## src/rtl/serial_reg_pkg.sv

```systemverilog
package serial_reg_pkg;
  localparam int DATA_W = 8;
  localparam int ADDR_W = 3;

  localparam logic [ADDR_W-1:0] OFS_DATA = 3'd0;
  localparam logic [ADDR_W-1:0] OFS_MASK = 3'd1;
  localparam logic [ADDR_W-1:0] OFS_FIFO = 3'd2;
  localparam logic [ADDR_W-1:0] OFS_FMT  = 3'd3;
  localparam logic [ADDR_W-1:0] OFS_STAT = 3'd5;

  localparam int FMT_DIV_ACCESS = 7;
  localparam int STAT_READY     = 0;
  localparam int STAT_TX_EMPTY  = 5;
  localparam int MASK_W         = 4;
endpackage

```

## src/rtl/serial_baud_gen.sv

```systemverilog
module serial_baud_gen #(
  parameter int DIV_W = 16
) (
  input  logic             clk,
  input  logic             rst_n,
  input  logic [DIV_W-1:0] divisor,
  output logic             tick
);
  logic [DIV_W-1:0] cnt_q, cnt_d, div_eff;

  always_comb begin
    div_eff = (divisor == '0) ? DIV_W'(1) : divisor;
    tick    = (cnt_q == '0);
    cnt_d   = tick ? (div_eff - DIV_W'(1)) : (cnt_q - DIV_W'(1));
  end

  always_ff @(posedge clk or negedge rst_n) begin
    if (!rst_n) cnt_q <= '0;
    else        cnt_q <= cnt_d;
  end

  // A reload with a divisor above one leaves at least one quiet cycle
  p_tick_single_r9: assert property (@(posedge clk) disable iff (!rst_n)
    (tick && divisor > DIV_W'(1)) |=> !tick);
  // Divisor 0 or 1 keeps the tick high every cycle
  p_tick_zero_div_r9: assert property (@(posedge clk) disable iff (!rst_n)
    (tick && divisor <= DIV_W'(1)) |=> tick);
endmodule

```

## src/rtl/serial_tx_slot.sv

```systemverilog
module serial_tx_slot #(
  parameter int DATA_W = 8
) (
  input  logic              clk,
  input  logic              rst_n,
  input  logic              load,
  input  logic [DATA_W-1:0] load_data,
  input  logic              take,
  output logic [DATA_W-1:0] hold_q,
  output logic              full_q
);
  logic accept, full_d;

  always_comb begin
    accept = load && (!full_q || take);
    if (accept)               full_d = 1'b1;
    else if (take && full_q)  full_d = 1'b0;
    else                      full_d = full_q;
  end

  always_ff @(posedge clk or negedge rst_n) begin
    if (!rst_n) full_q <= 1'b0;
    else        full_q <= full_d;
  end

  always_ff @(posedge clk or negedge rst_n) begin
    if (!rst_n)      hold_q <= '0;
    else if (accept) hold_q <= load_data;
  end

  p_load_fills_r7: assert property (@(posedge clk) disable iff (!rst_n)
    (load && !full_q) |=> (full_q && hold_q == $past(load_data)));
  p_take_empties_r7: assert property (@(posedge clk) disable iff (!rst_n)
    (take && full_q && !load) |=> !full_q);
  p_full_blocks_r8: assert property (@(posedge clk) disable iff (!rst_n)
    (full_q && load && !take) |=> (full_q && $stable(hold_q)));
endmodule

```

## src/rtl/serial_rx_slot.sv

```systemverilog
module serial_rx_slot #(
  parameter int DATA_W = 8
) (
  input  logic              clk,
  input  logic              rst_n,
  input  logic              push,
  input  logic [DATA_W-1:0] push_data,
  input  logic              consume,
  output logic [DATA_W-1:0] buf_q,
  output logic              ready_q
);
  logic ready_d;

  always_comb begin
    if (push)         ready_d = 1'b1;
    else if (consume) ready_d = 1'b0;
    else              ready_d = ready_q;
  end

  always_ff @(posedge clk or negedge rst_n) begin
    if (!rst_n) ready_q <= 1'b0;
    else        ready_q <= ready_d;
  end

  always_ff @(posedge clk or negedge rst_n) begin
    if (!rst_n)    buf_q <= '0;
    else if (push) buf_q <= push_data;
  end

  p_push_ready_r5: assert property (@(posedge clk) disable iff (!rst_n)
    push |=> (ready_q && buf_q == $past(push_data)));
  p_read_clears_r6: assert property (@(posedge clk) disable iff (!rst_n)
    (consume && !push) |=> !ready_q);
endmodule

```

## src/rtl/serial_reg_front.sv

```systemverilog
module serial_reg_front
  import serial_reg_pkg::*;
#(
  parameter int DW = DATA_W,
  parameter int AW = ADDR_W
) (
  input  logic          clk,
  input  logic          rst_n,
  input  logic [AW-1:0] addr,
  input  logic          wr_en,
  input  logic          rd_en,
  input  logic [DW-1:0] wdata,
  output logic [DW-1:0] rdata,
  output logic [DW-1:0] tx_byte,
  output logic          tx_valid,
  input  logic          tx_take,
  input  logic [DW-1:0] rx_byte,
  input  logic          rx_push,
  output logic          baud_tick,
  output logic [1:0]    char_len,
  output logic          fifo_en,
  output logic          irq
);
  localparam int DIV_W = 2 * DW;

  logic [DW-1:0]     fmt_q, fmt_d;
  logic [MASK_W-1:0] mask_q, mask_d;
  logic              fifo_q, fifo_d;
  logic [DW-1:0]     div_lo_q, div_lo_d, div_hi_q, div_hi_d;
  logic              div_open;
  logic              wr_data, wr_lo, wr_mask, wr_hi, wr_fifo, wr_fmt;
  logic              rd_data;
  logic [DW-1:0]     rx_buf, stat;
  logic              rx_ready, tx_full;

  // Decode, banked on the divisor-access bit
  always_comb begin
    div_open = fmt_q[FMT_DIV_ACCESS];
    wr_data  = wr_en && addr == OFS_DATA && !div_open;
    wr_lo    = wr_en && addr == OFS_DATA &&  div_open;
    wr_mask  = wr_en && addr == OFS_MASK && !div_open;
    wr_hi    = wr_en && addr == OFS_MASK &&  div_open;
    wr_fifo  = wr_en && addr == OFS_FIFO;
    wr_fmt   = wr_en && addr == OFS_FMT;
    rd_data  = rd_en && addr == OFS_DATA && !div_open;
  end

  // Next state with explicit enables
  always_comb begin
    fmt_d    = wr_fmt  ? wdata             : fmt_q;
    mask_d   = wr_mask ? wdata[MASK_W-1:0] : mask_q;
    fifo_d   = wr_fifo ? wdata[0]          : fifo_q;
    div_lo_d = wr_lo   ? wdata             : div_lo_q;
    div_hi_d = wr_hi   ? wdata             : div_hi_q;
  end

  always_ff @(posedge clk or negedge rst_n) begin
    if (!rst_n) begin
      fmt_q    <= '0;
      mask_q   <= '0;
      fifo_q   <= 1'b0;
      div_lo_q <= '0;
      div_hi_q <= '0;
    end else begin
      fmt_q    <= fmt_d;
      mask_q   <= mask_d;
      fifo_q   <= fifo_d;
      div_lo_q <= div_lo_d;
      div_hi_q <= div_hi_d;
    end
  end

  serial_tx_slot #(.DATA_W(DW)) u_tx (
    .clk(clk), .rst_n(rst_n), .load(wr_data), .load_data(wdata),
    .take(tx_take), .hold_q(tx_byte), .full_q(tx_full)
  );

  serial_rx_slot #(.DATA_W(DW)) u_rx (
    .clk(clk), .rst_n(rst_n), .push(rx_push), .push_data(rx_byte),
    .consume(rd_data), .buf_q(rx_buf), .ready_q(rx_ready)
  );

  serial_baud_gen #(.DIV_W(DIV_W)) u_baud (
    .clk(clk), .rst_n(rst_n), .divisor({div_hi_q, div_lo_q}), .tick(baud_tick)
  );

  always_comb begin
    stat                = '0;
    stat[STAT_READY]    = rx_ready;
    stat[STAT_TX_EMPTY] = !tx_full;
  end

  always_comb begin
    rdata = '0;
    case (addr)
      OFS_DATA: rdata = div_open ? div_lo_q : rx_buf;
      OFS_MASK: rdata = div_open ? div_hi_q : DW'(mask_q);
      OFS_FIFO: rdata = DW'(fifo_q);
      OFS_FMT:  rdata = fmt_q;
      OFS_STAT: rdata = stat;
      default:  rdata = '0;
    endcase
  end

  assign tx_valid = tx_full;
  assign char_len = fmt_q[1:0];
  assign fifo_en  = fifo_q;
  assign irq      = rx_ready & mask_q[0];

  // irq only rises after a push or a mask write, only falls after a data read or a mask write
  p_irq_rise_r10: assert property (@(posedge clk) disable iff (!rst_n)
    $rose(irq) |-> ($past(rx_push) || $past(wr_mask)));
  p_irq_fall_r10: assert property (@(posedge clk) disable iff (!rst_n)
    $fell(irq) |-> ($past(rd_data) || $past(wr_mask)));
  // Data-port writes with divisor access open never touch the transmit slot
  p_bank_keeps_tx_r2: assert property (@(posedge clk) disable iff (!rst_n)
    (wr_en && addr == OFS_DATA && div_open && !tx_take) |=> $stable(tx_valid));
endmodule

```

## config.mk

```make
export PLATFORM = sky130hd
export DESIGN_NAME = serial_reg_front
export DESIGN_NICKNAME = d
export VERILOG_FILES = /design/src/rtl/serial_reg_pkg.sv /design/src/rtl/serial_baud_gen.sv /design/src/rtl/serial_tx_slot.sv /design/src/rtl/serial_rx_slot.sv /design/src/rtl/serial_reg_front.sv
export SDC_FILE = /design/constraint.sdc
export NUM_CORES = 1
export LEC_CHECK = 0
export BUFFER_PORTS_ARGS = -buffer_cell sky130_fd_sc_hd__buf_2
export CAP_MARGIN = 20
export CORE_MARGIN = 2
export CORE_UTILIZATION = 55
export CTS_BUF_LIST = sky130_fd_sc_hd__clkbuf_16
export DETAILED_ROUTE_END_ITERATION = 8
export PLACE_DENSITY = 0.77
export SETUP_SLACK_MARGIN = 0.1
export SYNTH_ARGS = -nofsm -noshare
export SYNTH_HDL_FRONTEND = slang
export SYNTH_HIERARCHICAL = 1
export SYNTH_SLANG_ARGS = --single-unit
export TNS_END_PERCENT = 50
```

## constraint.sdc

```tcl
create_clock -name clk -period 2.8 [get_ports clk]
set_clock_uncertainty 0.15 [all_clocks]
set_input_delay 0.56 -clock clk [delete_from_list [all_inputs] [get_ports clk]]
set_output_delay 0.56 -clock clk [all_outputs]
set_load 0.005 [all_outputs]
```

## Yosys cells after proc, flatten, opt, wreduce, memory -nomap -nowiden

Index checks and enable logic that the tools add are counted.
W data, S select, Z words.

| word-level totals | value |
|---|---|
| output and inout bits | 22 |
| input port bits | 25 |
| bits in registers | 63 |
| logic and storage cells | 46 |

| operators by class | value |
|---|---|
| equal/unequal tests | 4 |
| add/subtract/negate cells | 2 |
| mux-type cells | 9 |
| reductions and logical operators | 20 |
| bitwise gates (word level) | 1 |

Operators with widths:

| kind | number |
|---|---|
| $pmux W8 S5 | 1 |
| $logic_not A16 Y1 | 2 |
| $mux W16 | 2 |
| $sub A16 B1 Y16 const B | 2 |
| $mux W8 | 2 |
| $logic_and A1 B1 Y1 | 12 |
| $eq A3 B2 Y1 const B | 2 |
| $mux W1 | 4 |
| $reduce_bool A2 Y1 | 2 |
| $eq A3 B1 Y1 const B | 1 |
| $eq A3 B3 Y1 const B | 1 |
| $logic_not A3 Y1 | 1 |
| $logic_not A1 Y1 | 2 |
| $and A1 B1 Y1 | 1 |
| $logic_or A1 B1 Y1 | 1 |

## Longest topological paths before layout

Gate-level depths: netlist (run 1).

| depth | value |
|---|---|
| depth in word-level cells | 5 |
| depth in mapped cells | 11 |

## By module

The synthesis (run 1) kept the hierarchy.

By module, submodules not included:

| module | cells an instance | area each (µm²) | instances |
|---|---|---|---|
| serial_reg_front | 125 | 1534.0 | 1 |
| serial_baud_gen | 125 | 1206.2 | 1 |
| serial_tx_slot | 20 | 377.9 | 1 |
| serial_rx_slot | 20 | 369.1 | 1 |

## Worst setup path before layout (run 1)

Ideal clock, no wire load.

| path | value |
|---|---|
| path kind | register to register |
| from | reg u_baud.cnt_q[4] |
| to | reg u_baud.cnt_q[12] |
| cell stages (with the launch flop) | 11 |
| path slack | 0.301 ns |
| setup time | 0.120 ns |
| data required time | 2.530 ns |
| arrival time | 2.229 ns |
| cell sequence | dfrtp_1 -> nor4_4 -> nand4_2 -> inv_2 -> buf_6 -> a21oi_1 -> ha_1 -> nor3b_2 -> o211ai_2 -> nor4_1 -> and3b_1 |

| between the ends | value |
|---|---|
| word-level cells in the longest chain between the ends | 2 |
| elaborated cells on any way between the ends | 3 |

Ends and longest elaborated chain:

| what | RTL line | source |
|---|---|---|
| start, declared | serial_baud_gen.sv:9 | `logic [DIV_W-1:0] cnt_q, cnt_d, div_eff;` |
| start signal, assigned | serial_baud_gen.sv:19 | `else cnt_q <= cnt_d;` |
| $logic_not A16 Y1 | serial_baud_gen.sv:13 | `tick = (cnt_q == '0);` |
| via baud_tick | serial_reg_front.sv:19 | `output logic baud_tick,` |
| $mux W16 | serial_baud_gen.sv:14 | `cnt_d = tick ? (div_eff - DIV_W'(1)) : (cnt_q - DIV_W'(1));` |
| via u_baud.cnt_d[12] | serial_baud_gen.sv:9 |  |

The timed path passes the listed nets, and every way through them passes these cells.
A chain may end at the register's enable or synchronous reset.

## Final worst setup path (run 1)

| path | value |
|---|---|
| from | reg div_hi_q[0] |
| to | out rdata[0] |

| between the ends | value |
|---|---|
| word-level cells in the longest chain between the ends | 2 |

Ends and longest elaborated chain:

| what | RTL line | source |
|---|---|---|
| start, declared | serial_reg_front.sv:29 | `logic [DW-1:0] div_lo_q, div_lo_d, div_hi_q, div_hi_d;` |
| start signal, assigned | serial_reg_front.sv:69 | `div_hi_q <= div_hi_d;` |
| $mux W8 | serial_reg_front.sv:97 | `OFS_MASK: rdata = div_open ? div_hi_q : DW'(mask_q);` |
| $pmux W8 S5 | serial_reg_front.sv:95 | `case (addr)` |
| end, declared | serial_reg_front.sv:13 | `output logic [DW-1:0] rdata,` |

No other way between the ends.

==> results.toml, run 1 <==
[logic_synthesis]
synth_warnings = 6
synth_ff_type = "dfrtp_1"
ys_ff_latch = 63
yosysSeqAreaShare = 0.452
synth.avg_cell_area_um2 = 12.0
synth_area_um2 = 3490
synth_cells = 290
yosysUniqueCellTypes = 66
ys_async_sr_fraction = 1.00
synth_edf_count = 0
syn-num-nets = 316

[flow_run]
cap_violations = 0

[global_route]
grt_max_degree = 38
grt_pass1_wl_um = 13800
grt_overflow = 0
grt_pass1_vias = 2664
grt_antenna_before_repair = 0
grt_usage = 0.253

[die]
initial_core_util = 0.559
fp.dieArea_um2 = 6990
coreArea_um2 = 6240
ioPinCount = 47
die_width_um = 83.6
rows = 29
die_h_um = 83.6

[clock_tree]
cts.clk_slew.worst_paths_ns = 0.05
cts_max_level = 3
cts_tree = "built"
clkLatencyLatePin_ns = 0.32
clk_path_buf_depth = 2
cts_buffers = 9
cts_hold_buf = 0
clock-sinks = 63
cts_root_buf = "clkbuf_16"

[routing]
drc = 0
ant_nets = 0
wire_per_inst_um = 19.2
drt_iter0_drc = 182
vias = 2602
via_per_inst = 6.07
routed_wl_um = 8230
drt_first_pass_iters = 5

[timing]
period_minus_slack_ns = 2.64
slew_headroom = 0.553
maxSlewViolCount = 0
rsz0062_at_grt = "true"
setup_tns_ns = 0
max_freq_mhz = 379
timing.hold.ws_ns = 0.123
hold_viol_final = 0
setup_viol = 0
tightest_slew_ns = 0.670
fin_crit_sh = 0.944

[outcome]
status = "completed"

[cells_and_area]
stdcell_count = 429
drive_gt1_frac = 0.361
regArea_um2 = 1580
multi_input_area_um2 = 1820
fill_cells = 490
area_growth_pct = 19.3
fin_area_um2 = 4160
diodes = 0
fin_nets = 374

[setup_path]
crit_type = "reg2out"
worstSetupEndpointType = "output port"
arrival_ns = 1.93
cp-start-kind = "flop"
cp.required_ns = 2.09
crit_fanout = 5
r2r_cells = 9

[power]
p_leak_nw = 1.89
power.density_nw_per_um2 = 925
peakVddDrop_uv = 577

[place]
placed_cell_area_um2 = 3830
dp.cells = 413
dpl.hpwl_um = 5870
place.gp.congestion = 0.894
port_buffers = 46

[hold_path]
min_path_type = "in2async"
## power by group
group / switching (mW) / internal, mW / leakage, nW
sequential: 0.334 / 1.18 / 0.770
combinational: 0.584 / 0.606 / 0.970
clock: 0.380 / 0.764 / 0.154
## synth_stat cells (2+ instances only)
master,count,share of area
a21oi_1,19,0.027
a31oi_1,3,0.0054
and2_1,4,0.0072
and2b_1,3,0.0065
and3_1,2,0.0036
and3b_1,3,0.0075
buf_2,5,0.0072
buf_4,3,0.0065
buf_6,3,0.0097
clkbuf_1,2,0.0022
dfrtp_1,63,0.45
inv_1,4,0.0043
mux2_1,21,0.068
mux2_2,12,0.039
mux2_4,16,0.069
mux2i_1,7,0.020
nand2_1,14,0.015
nand2b_1,4,0.0072
nand3_1,4,0.0057
nand4_1,2,0.0036
nor2_1,10,0.011
nor3_1,5,0.0072
nor3b_1,3,0.0065
nor3b_2,2,0.0072
nor4_1,4,0.0072
nor4_2,5,0.018
nor4_4,3,0.018
o21ai_0,9,0.013
o21ai_1,3,0.0043
o2bb2ai_1,3,0.0075
o31ai_1,3,0.0065
or3_1,5,0.0090
or4_4,3,0.0097
xnor2_1,4,0.010
xor2_1,3,0.0075
## sequential cells by signal (all words and copies together), names as in the netlist
signal and count:
u_baud/cnt_q 16, div_hi_q 8, div_lo_q 8, fmt_q 8
u_rx/buf_q 8, u_tx/hold_q 8, mask_q 4, fifo_en 1
u_rx/ready_q 1, u_tx/full_q 1
## final cells by class
| type | count | area share |
|---|---|---|
| clock buffers | 9 | 0.0541 |
| well taps | 77 | 0.0232 |
| clock inverters | 6 | 0.0186 |
| inverters | 5 | 0.00451 |
| repair buffers | 60 | 0.0836 |
| flip-flops and latches | 63 | 0.379 |
| multi-input cells | 209 | 0.437 |
## layer usage
layer	global-route usage	wire length, um	vias to the layer above	share of wire
li1	-	-	1214	-
met4	0.0821	119	0	0.014
met2	0.407	4070	99	0.49
met1	0.337	3560	1273	0.43
met3	0.0633	484	16	0.059
met5	0	0	-	0
## cells in the final DEF (no fill, tap or decap), types with 4 or more instances in the layout
| master | netlist | routed |
|---|---|---|
| a21oi_1 | 19 | 19 |
| and2_1 | 4 | 4 |
| buf_2 | 5 | 46 |
| buf_4 | 3 | 13 |
| clkbuf_16 | 0 | 9 |
| dfrtp_1 | 63 | 63 |
| inv_1 | 4 | 5 |
| mux2_1 | 21 | 21 |
| mux2_2 | 12 | 12 |
| mux2_4 | 16 | 16 |
| mux2i_1 | 7 | 7 |
| nand2_1 | 14 | 14 |
| nand2b_1 | 4 | 4 |
| nand3_1 | 4 | 4 |
| nor2_1 | 10 | 10 |
| nor3_1 | 5 | 5 |
| nor4_1 | 4 | 4 |
| nor4_2 | 5 | 5 |
| o21ai_0 | 9 | 9 |
| or3_1 | 5 | 5 |
| xnor2_1 | 4 | 4 |
## critical path, cell delays in order (launching register included)
cell and delay [ns]:
dfrtp_1 0.39, buf_4 0.17, mux4_2 0.47, nor3b_1 0.17
a311o_1 0.29, buf_2 0.13
## metrics by stage
step	total power [mW]	setup slack, ns	util
final	3.85	0.158	0.667
after global routing	4.06	0.0759	0.667
after CTS	3.83	0.149	0.663
after detailed placement	2.67	0.162	0.614
after global placement	2.64	0.291	0.614
after floorplan	2.27	0.301	-
## worst paths after layout
check	from	slack, ns	endpoint
worst min-delay path	rst_n	0.12	u_baud/cnt_q[14]
worst max register to register	div_lo_q[5]	0.26	u_baud/cnt_q[12]
worst min register to register	mask_q[1]	0.33	mask_q[1]
min in group clk	rx_byte[7]	0.32	u_rx/buf_q[7]
max in group asynchronous	rst_n	1.75	div_lo_q[6]
worst max-delay path	div_hi_q[0]	0.16	rdata[0]
## kinds of logic (layout without fill, tap and decap cells)
logic type / after synthesis / in the layout / share of synthesized area
compound gates: 59 / 59 / 0.119
xor+xnor: 7 / 7 / 0.0176
fa+ha+maj: 1 / 1 / 0.00359
buf+inv: 18 / 80 / 0.0309
flops: 63 / 63 / 0.452
mux: 57 / 57 / 0.202
simple gates: 85 / 85 / 0.175
## timing repair
action                     CTS  global route
setup endpoints to repair    0             4
resized for setup            0             2
setup buffers                0             1
No activity file was read; power rests on OpenSTA's default activity.
==> run 2, diff against run 1 <==
ABC_AREA = 1   (was not set)
CAP_MARGIN = not set   (was 20)
GPL_TIMING_DRIVEN = 0   (was not set)
==> run 2 against run 1 <==
Net effect:
- non-clock buffer count decreased by 4
- power decreased by 9.3%
- sequential power decreased by 13%
- synthesized cell count increased by 63%
- clock power decreased by 7%
- flip-flop and latch count unchanged
- critical path depth increased by 3
- largest cell class unchanged
- die area increased by 0.75%
- global-route usage increased by 1.0 points
- combinational power decreased by 7%
- utilization decreased by 1.1 points
==> results.toml, run 2 <==
[outcome]
status = "completed"

[timing]
hold_viol_final = 0
fin_crit_sh = 0.889
timing.hold.ws_ns = 0.167
rsz0062_at_grt = "false"
period_minus_slack_ns = 2.49
layout_setup_ws_ns = 0.311
tightest_slew_ns = 0.785
setup_viol = 0
slew_headroom = 0.477
maxSlewViolCount = 0
setup_tns_ns = 0
max_freq_mhz = 402

[setup_path]
r2r-end = "u_baud/cnt_q[10]"
r2r_slack_ns = 0.40
worstReg2RegStart = "u_baud/cnt_q[15]"
cp-start-kind = "flop"
arrival_ns = 1.78
crit_fanout = 10
cp-endpoint = "rdata[2]"
crit_type = "reg2out"
r2r_cells = 12
cp-startpoint = "fmt_q[7]"
worstSetupEndpointType = "output port"
cp.required_ns = 2.09

[cells_and_area]
regArea_um2 = 1580
stdcell_count = 609
largest_reg_flops = 16
layout_commonest_cell = "nand2_1"
fin_area_um2 = 4110
postLayoutCoreUtil = 0.655
drive_gt1_frac = 0.195
fin_nets = 553
top_register = "u_baud/cnt_q"
area_growth_pct = 17.1
mostFrequentLayoutCells = "194 x nand2_1, 63 x dfrtp_1, 48 x inv_1"
fill_cells = 555
diodes = 0
multi_input_area_um2 = 1630

[power]
power_mw = 3.49
peakVddDrop_uv = 561
p_leak_nw = 2.25
power.density_nw_per_um2 = 848

[logic_synthesis]
yosysMostFrequentCell = "nand2_1"
synth.area.top_cells = "dfrtp_1 45%, nand2_1 21%, inv_1 5.0%"
yosys-top-cells-count = "194 x nand2_1, 63 x dfrtp_1, 47 x inv_1"
yosysSeqAreaShare = 0.449
synth_cells = 472
synth_edf_count = 0
synth_warnings = 6
synth.avg_cell_area_um2 = 7.45
synth_area_um2 = 3510
ys_ff_latch = 63
netlist.area_leader.share = 0.449
syn-num-nets = 498
synth_top_area_cell = "dfrtp_1"
yosysUniqueCellTypes = 32
ys_async_sr_fraction = 1.00
synth_ff_type = "dfrtp_1"

[clock_tree]
cts_root_buf = "clkbuf_16"
clk_path_buf_depth = 2
cts-resized-gates = 0
cts_hold_buf = 0
cts.clk_slew.worst_paths_ns = 0.05
post-cts-setup-buffer-count = 0
cts_max_level = 3
clock-sinks = 63
cts_buffers = 9
clkLatencyLatePin_ns = 0.33
cts_tree = "built"

[global_route]
grt_usage = 0.263
grt_pass1_vias = 3069
grt_overflow = 0
grt_max_degree = 64
grt_antenna_before_repair = 0
grt_pass1_wl_um = 14500

[place]
port_buffers = 44
placed_cell_area_um2 = 3830
place.gp.congestion = 0.892
post-place-ws_ns = 0.450
dpl.hpwl_um = 6280
dp.cells = 593

[flow_run]
cap_violations = 0

[routing]
drt_iter0_drc = 207
wire_per_inst_um = 13.9
routed_wl_um = 8470
ant_nets = 0
via_per_inst = 5.29
drt_first_pass_iters = 7
drc = 0
vias = 3221

[die]
die_width_um = 83.9
ioPinCount = 47
coreArea_um2 = 6280
die_h_um = 83.9
initial_core_util = 0.560
rows = 29
fp.dieArea_um2 = 7050

[hold_path]
min_path_type = "in2async"
[run 2: cell count changes after synthesis, sizes merged, moves of 7 or more]
| cell | previous run | this run |
|---|---|---|
| mux2 | 49 | 0 |
| nor2 | 10 | 45 |
| o21ai | 12 | 22 |
| nand3 | 5 | 39 |
| nor4 | 12 | 0 |
| mux2i | 7 | 0 |
| inv | 5 | 54 |
| nand2 | 15 | 206 |
| a21oi | 19 | 1 |
[run 2: worst min path at each step]
stage	cells after the start	start	slack (ns)	endpoint
2_1_floorplan	0	rst_n	0.11	div_hi_q[0]
3_3_place_gp	2	u_tx/hold_q[0]	0.30	u_tx/hold_q[0]
3_5_place_dp	2	u_tx/hold_q[7]	0.30	u_tx/hold_q[7]
4_1_cts	3	rx_byte[0]	0.29	u_rx/buf_q[0]
5_1_grt	1	rst_n	0.26	u_rx/buf_q[4]
6_report	1	rst_n	0.17	u_tx/hold_q[1]
[run 2: where the power goes]
group	internal [mW]	switching (mW)	leakage (nW)
Combinational	0.406	0.707	1.32
Sequential	1.15	0.166	0.784
Clock	0.672	0.385	0.143
[run 2: critical path: stages (launching register included)]
cell	delay, ns
dfrtp_1	0.35
buf_2	0.20
inv_2	0.19
buf_2	0.25
nand2_1	0.10
nand2_1	0.07
nand2_1	0.05
o211ai_1	0.10
buf_2	0.15
[run 2: logic make-up (layout without fill, tap and decap cells)]
family / count (synthesis) / count (layout) / share of synthesized area
buffers and inverters: 66 / 126 / 0.0872
and+or+nand+nor: 303 / 303 / 0.383
adders and majority gates: 1 / 1 / 0.00356
AOI/OAI and AO/OA: 33 / 33 / 0.0627
DFF: 63 / 63 / 0.449
xor gates and xnor gates: 6 / 6 / 0.0150
[run 2: per-layer routing]
layer,GRT usage,vias up,share of wire
li1,-,1589,-
met1,0.378,1506,0.45
met2,0.401,103,0.46
met3,0.0346,23,0.062
met4,0.113,0,0.026
met5,0,-,0
[run 2: final cells by class]
type	instances	share of cell area
multi-input combinational	343	0.397
sequential	63	0.383
clock buffer	9	0.0547
timing repair buffer	44	0.0541
inverter	54	0.0493
buffer	12	0.0252
tap	77	0.0234
clock inverter	7	0.0134
